## src/rtl/firPkg.sv

```systemverilog
package firPkg;

  // Strobes passed from the control module to the datapath.
  typedef struct packed {
    logic shiftEn;   // shift a new sample into the delay line
    logic prodEn;    // load the product registers
    logic sumEn;     // load the output sum register
    logic coefWe;    // write one coefficient
  } ctrlStrobes_t;

endpackage

```

## src/rtl/firControl.sv

```systemverilog
module firControl
  import firPkg::*;
(
  input  logic         clk,
  input  logic         rst,
  input  logic         inValid,
  input  logic         coefWe,
  output ctrlStrobes_t strobes,
  output logic         outValid
);

  logic prodStage;
  logic sumStage;
  logic validOut;
  logic [1:0] warmCnt;

  // Valid pipeline: one stage for products, one for the sum, one for the output flag.
  always_ff @(posedge clk) begin
    if (rst) begin
      prodStage <= 1'b0;
      sumStage  <= 1'b0;
      validOut  <= 1'b0;
    end else begin
      prodStage <= inValid;
      sumStage  <= prodStage;
      validOut  <= sumStage;
    end
  end

  // Counts edges since reset, saturating at 3 (used only by the assertion).
  always_ff @(posedge clk) begin
    if (rst)                 warmCnt <= 2'd0;
    else if (warmCnt != 2'd3) warmCnt <= warmCnt + 2'd1;
  end

  always_comb begin
    strobes.shiftEn = inValid;
    strobes.prodEn  = prodStage;
    strobes.sumEn   = sumStage;
    strobes.coefWe  = coefWe;
  end

  assign outValid = validOut;

  AST_OUT_LATENCY: assert property (@(posedge clk) disable iff (rst)
    (warmCnt == 2'd3) |-> (outValid == $past(inValid, 3))) else $error("latency");

  AST_RESET_QUIET: assert property (@(posedge clk)
    $past(rst) |-> !outValid) else $error("reset valid");

endmodule

```

## src/rtl/firDatapath.sv

```systemverilog
module firDatapath
  import firPkg::*;
#(
  parameter int DATA_W   = 10,
  parameter int COEF_W   = 10,
  parameter int TAPS     = 8,
  parameter int DEF_COEF = 65,
  localparam int PAIRS   = TAPS / 2,
  localparam int ADDR_W  = (PAIRS > 1) ? $clog2(PAIRS) : 1,
  localparam int PRE_W   = DATA_W + 1,
  localparam int PROD_W  = PRE_W + COEF_W,
  localparam int SUM_W   = PROD_W + $clog2(PAIRS)
)(
  input  logic              clk,
  input  logic              rst,
  input  ctrlStrobes_t      strobes,
  input  logic [DATA_W-1:0] dataIn,
  input  logic [ADDR_W-1:0] coefAddr,
  input  logic [COEF_W-1:0] coefData,
  output logic [SUM_W-1:0]  dataOut
);

  logic [DATA_W-1:0] taps     [TAPS];
  logic [COEF_W-1:0] coefBank [PAIRS];
  logic [PRE_W-1:0]  preSum   [PAIRS];
  logic [PROD_W-1:0] prodReg  [PAIRS];
  logic [SUM_W-1:0]  sumNext;
  logic [SUM_W-1:0]  sumReg;

  // Delay line: taps[0] holds the newest sample.
  always_ff @(posedge clk) begin
    if (rst) begin
      for (int i = 0; i < TAPS; i++) taps[i] <= '0;
    end else if (strobes.shiftEn) begin
      taps[0] <= dataIn;
      for (int i = 1; i < TAPS; i++) taps[i] <= taps[i-1];
    end
  end

  // One fold per coefficient: pre-add the mirrored pair, multiply, register.
  for (genvar k = 0; k < PAIRS; k++) begin : g_fold
    always_ff @(posedge clk) begin
      if (rst)                                                coefBank[k] <= COEF_W'(DEF_COEF);
      else if (strobes.coefWe && coefAddr == ADDR_W'(k))      coefBank[k] <= coefData;
    end

    assign preSum[k] = PRE_W'(taps[k]) + PRE_W'(taps[TAPS-1-k]);

    always_ff @(posedge clk) begin
      if (rst)                 prodReg[k] <= '0;
      else if (strobes.prodEn) prodReg[k] <= PROD_W'(coefBank[k]) * PROD_W'(preSum[k]);
    end

    AST_COEF_LOAD: assert property (@(posedge clk) disable iff (rst)
      (strobes.coefWe && coefAddr == ADDR_W'(k)) |=> (coefBank[k] == $past(coefData)))
      else $error("coef load");

    AST_COEF_KEEP: assert property (@(posedge clk) disable iff (rst)
      !strobes.coefWe |=> $stable(coefBank[k])) else $error("coef keep");

    AST_COEF_DEFAULT: assert property (@(posedge clk)
      $past(rst) |-> (coefBank[k] == COEF_W'(DEF_COEF))) else $error("coef default");
  end

  // Adder tree over the products.
  always_comb begin
    sumNext = '0;
    for (int k = 0; k < PAIRS; k++) sumNext = sumNext + SUM_W'(prodReg[k]);
  end

  always_ff @(posedge clk) begin
    if (rst)                sumReg <= '0;
    else if (strobes.sumEn) sumReg <= sumNext;
  end

  assign dataOut = sumReg;

  AST_SHIFT_IDLE: assert property (@(posedge clk) disable iff (rst)
    !strobes.shiftEn |=> ($stable(taps[0]) && $stable(taps[TAPS-1]))) else $error("shift");

  AST_OUT_HOLD: assert property (@(posedge clk) disable iff (rst)
    !strobes.sumEn |=> $stable(dataOut)) else $error("hold");

  AST_RESET_CLEAR: assert property (@(posedge clk)
    $past(rst) |-> (dataOut == '0)) else $error("reset out");

endmodule

```

## src/rtl/foldedFir.sv

```systemverilog
module foldedFir
  import firPkg::*;
#(
  parameter int DATA_W   = 10,
  parameter int COEF_W   = 10,
  parameter int TAPS     = 8,
  parameter int DEF_COEF = 65,
  localparam int PAIRS   = TAPS / 2,
  localparam int ADDR_W  = (PAIRS > 1) ? $clog2(PAIRS) : 1,
  localparam int SUM_W   = DATA_W + 1 + COEF_W + $clog2(PAIRS)
)(
  input  logic              clk,
  input  logic              rst,
  input  logic              inValid,
  input  logic [DATA_W-1:0] dataIn,
  input  logic              coefWe,
  input  logic [ADDR_W-1:0] coefAddr,
  input  logic [COEF_W-1:0] coefData,
  output logic              outValid,
  output logic [SUM_W-1:0]  dataOut
);

  ctrlStrobes_t strobes;

  firControl ctrl_i (
    .clk      (clk),
    .rst      (rst),
    .inValid  (inValid),
    .coefWe   (coefWe),
    .strobes  (strobes),
    .outValid (outValid)
  );

  firDatapath #(
    .DATA_W   (DATA_W),
    .COEF_W   (COEF_W),
    .TAPS     (TAPS),
    .DEF_COEF (DEF_COEF)
  ) dp_i (
    .clk      (clk),
    .rst      (rst),
    .strobes  (strobes),
    .dataIn   (dataIn),
    .coefAddr (coefAddr),
    .coefData (coefData),
    .dataOut  (dataOut)
  );

endmodule

```

## config.mk

```make
export PLATFORM = sky130hd
export DESIGN_NAME = foldedFir
export DESIGN_NICKNAME = d
export VERILOG_FILES = /design/src/rtl/firPkg.sv /design/src/rtl/firControl.sv /design/src/rtl/firDatapath.sv /design/src/rtl/foldedFir.sv
export SDC_FILE = /design/constraint.sdc
export NUM_CORES = 1
export LEC_CHECK = 0
export BUFFER_PORTS_ARGS = -buffer_cell sky130_fd_sc_hd__buf_2
export CORE_ASPECT_RATIO = 0.7
export CORE_MARGIN = 4
export CORE_UTILIZATION = 65
export CTS_BUF_LIST = sky130_fd_sc_hd__clkbuf_8
export DETAILED_ROUTE_END_ITERATION = 6
export GPL_TIMING_DRIVEN = 1
export PLACE_DENSITY = 0.82
export SETUP_SLACK_MARGIN = 0.5
export SLEW_MARGIN = 30
export SYNTH_ARGS = -nofsm -noshare
export SYNTH_HDL_FRONTEND = slang
export SYNTH_SLANG_ARGS = --single-unit
```

## constraint.sdc

```tcl
create_clock -name clk -period 9.2 [get_ports clk]
set_clock_uncertainty 0.15 [all_clocks]
set_input_delay 0.46 -clock clk [delete_from_list [all_inputs] [get_ports clk]]
set_output_delay 0.46 -clock clk [all_outputs]
set_load 0.03 [all_outputs]
```

==> reports/summary.txt <==
status = completed
kind of critical path = reg2reg
Overflow after GRT = 0
final hold vios = 0
setup TNS = 0 ps
Final min period = 7730 ps
TritonCTS clock tree = built
Via Count = 20546
Synth cell types = 81
All-Layer GR Usage = 30.7%
top fanout value on the critical path = 10
Rows = 62
Top-Level Pins = 50
CORE AREA = 41300 µm²
Seq/Total Area, Yosys = 24.3%
die area = 45500 µm²
filler cell count = 3105
Skew-Pair Late Insertion Delay = 570 ps
Max Freq = 129 MHz
worst hold path type = in2reg
CP Data Required Time = 9360 ps
drt first pass iters = 5
count of final max-slew check failures = 0
area of the multi-input gates = 18800 µm²
synth warn = 0
Fin Hold WS = 24.5 ps
DRT Wirelength = 68700 µm
CP startpoint kind = register
Top FF cell, synth = edfxtp_1
cts bufs inserted = 40
drt wl/cell = 20.1 µm
# Post-CTS Setup Buffers = 0
Register Area = 6650 µm²
IO buf count = 49
clk sinks = 230
CTS Buffer Depth = 3
dpl hpwl = 54700 µm
final net count = 3495
drt drc = 0
Worst Setup End Kind = register
max capacitance violation total = 0
antenna-violating nets left = 0
# setup viols final = 0
via density per instance = 6.00
Worst-Margin Slew = 1030 ps
RSZ-0062 raised after global routing = false
Initial Utilization = 66.3%
routability cong. = 0.930
Worst-path clk slew = 60 ps
Seq cells post-synth = 230
H-tree Lvls = 2
syn nets = 3472
Iteration-0 DRC Markers = 2091
Clock Root Buffer = clkbuf_8
layout cells sized above 1 = 6.25%
initial antenna violation count = 3
Synth Cell Area = 27400 µm²
CP arrival = 7890 ps
Slew headroom = 31.0%
Async SR Flop Fraction = 0%
Layout area overhead = 6.06%
Die Width = 253 µm
Mapped Cells = 2833
Mean Syn Cell Area = 9.66 µm²
vias in the first global route = 20687
Post-synth EDFFs = 204
Tcrit/Tclk final = 84.0%
first-pass GRT wire length = 112000 µm
largest net degree at the start of global routing = 84
die height = 180 µm
-- what timing repair did --
item | 4_1_cts | 5_1_grt
hold endpoints to repair | 2 | 0
setup endpoints to repair | 0 | 0
hold buffers | 2 | 0
resized for setup | 0 | 0
-- placed cells by master, fill, tap and decap left out, drive strengths merged, types with 7 or more instances in the layout --
master,count
or3b,7
mux2i,7
nor3,38
edfxtp,204
clkinv,11
a211oi,18
ha,306
or2,15
nand3,41
o21ai,61
buf,70
and2,295
clkbuf,44
o211ai,11
nand2b,34
xnor2,60
or3,13
a21oi,123
o21a,23
nor2b,43
nor4,9
dfxtp,26
nand2,254
and3,24
a21o,62
nand4,7
a31oi,12
a211o,14
a31o,8
o21bai,23
xor2,37
nor2,116
nor3b,27
o311ai,7
fa,307
inv,444
-- cell type report --
class,count,area share [%]
clock buffers,44,2.09
diodes,1,0.00862
repair buffers,72,1.58
clock inverters,24,0.638
multi-input cells,2076,64.8
inverters,436,5.64
flip-flops and latches,230,22.9
well taps,544,2.35
-- stage by stage --
stage               util (%)  cells  worst slack, ps  instance area [µm²]
floorplan                  -   2833             2330                27400
global placement        68.1   3354             1900                28100
detailed placement      68.2   3355             1570                28100
CTS                     70.2   3425             1530                29000
global route            70.3   3427             1150                29000
finish                  70.3   3427             1470                29000
-- kinds of logic (layout without fill, tap and decap cells) --
| logic type | count (synthesis) | in the layout | share of synthesized area [%] |
|---|---|---|---|
| other cells | 0 | 1 | 0 |
| compound gates | 418 | 418 | 10.5 |
| simple gates | 940 | 940 | 18.1 |
| xor+xnor | 97 | 97 | 3.10 |
| mux | 8 | 8 | 0.297 |
| flops | 230 | 230 | 24.3 |
| buf+inv | 527 | 576 | 7.26 |
| fa+ha+maj | 613 | 613 | 36.5 |
-- path summary, 6_finish.rpt --
path,startpoint,endpoint,slack (ps),cells past startpoint
worst min-delay path,dataIn[6],dp_i.taps[0][6],20,2
worst min register to register,dp_i.dataOut[7],dp_i.dataOut[7],320,2
worst max-delay path,dp_i.taps[0][30],dp_i.prodReg[3][20],1470,24
worst max register to register,dp_i.taps[0][30],dp_i.prodReg[3][20],1470,24
-- Yosys cell counts (all sizes together) (11+ instances only) --
library cell | count | area, µm²
ha | 306 | 3830
and3 | 24 | 150
and2 | 295 | 1850
o21ai | 61 | 305
a211oi | 18 | 150
nor3 | 38 | 190
nand2 | 254 | 953
or3 | 13 | 81.3
o211ai | 11 | 87.6
xor2 | 37 | 324
o21a | 23 | 173
xnor2 | 60 | 526
a21oi | 123 | 616
dfxtp | 26 | 521
clkbuf | 84 | 315
edfxtp | 204 | 6130
nor2b | 43 | 269
a21o | 62 | 467
nand3 | 41 | 210
nand2b | 34 | 213
fa | 307 | 6150
a31oi | 12 | 75.1
nor2 | 116 | 435
a211o | 14 | 124
inv | 435 | 1630
or2 | 15 | 93.8
o21bai | 23 | 173
nor3b | 27 | 203
-- registers in the layout (all words and copies together) (netlist names) --
register / count
dp_i.prodReg: 84
ctrl_i.prodStage: 1
dp_i.dataOut: 23
ctrl_i.sumStage: 1
dp_i.taps: 80
dp_i.coefBank: 40
ctrl_i.outValid: 1
-- critical path, cell delays in order, from the launching register on --
cell and delay [ps]:
edfxtp_1 400, ha_1 250, fa_1 440, a21o_1 220, a21oi_1 290, o21bai_1 110, a21oi_1 250, o21ai_1 170
xor2_1 630, nand2_1 170, fa_1 560, inv_1 60, fa_1 480, fa_1 460, fa_1 510, inv_1 50
fa_1 470, inv_1 40, ha_1 350, a21o_1 220, a21o_1 210, a21o_1 230, a211o_1 300, a31o_2 200
a211o_1 260
-- per-layer routing --
| layer | wire, µm | global-route usage, % |
|---|---|---|
| met1 | 31000 | 47.4 |
| met2 | 29100 | 44.7 |
| met3 | 7270 | 7.45 |
| met4 | 1320 | 5.49 |
| met5 | 13 | 0 |
Power is left out: the tool's default activity adds up to more than one toggle a clock period on the data nets, which glitch-free logic cannot reach.
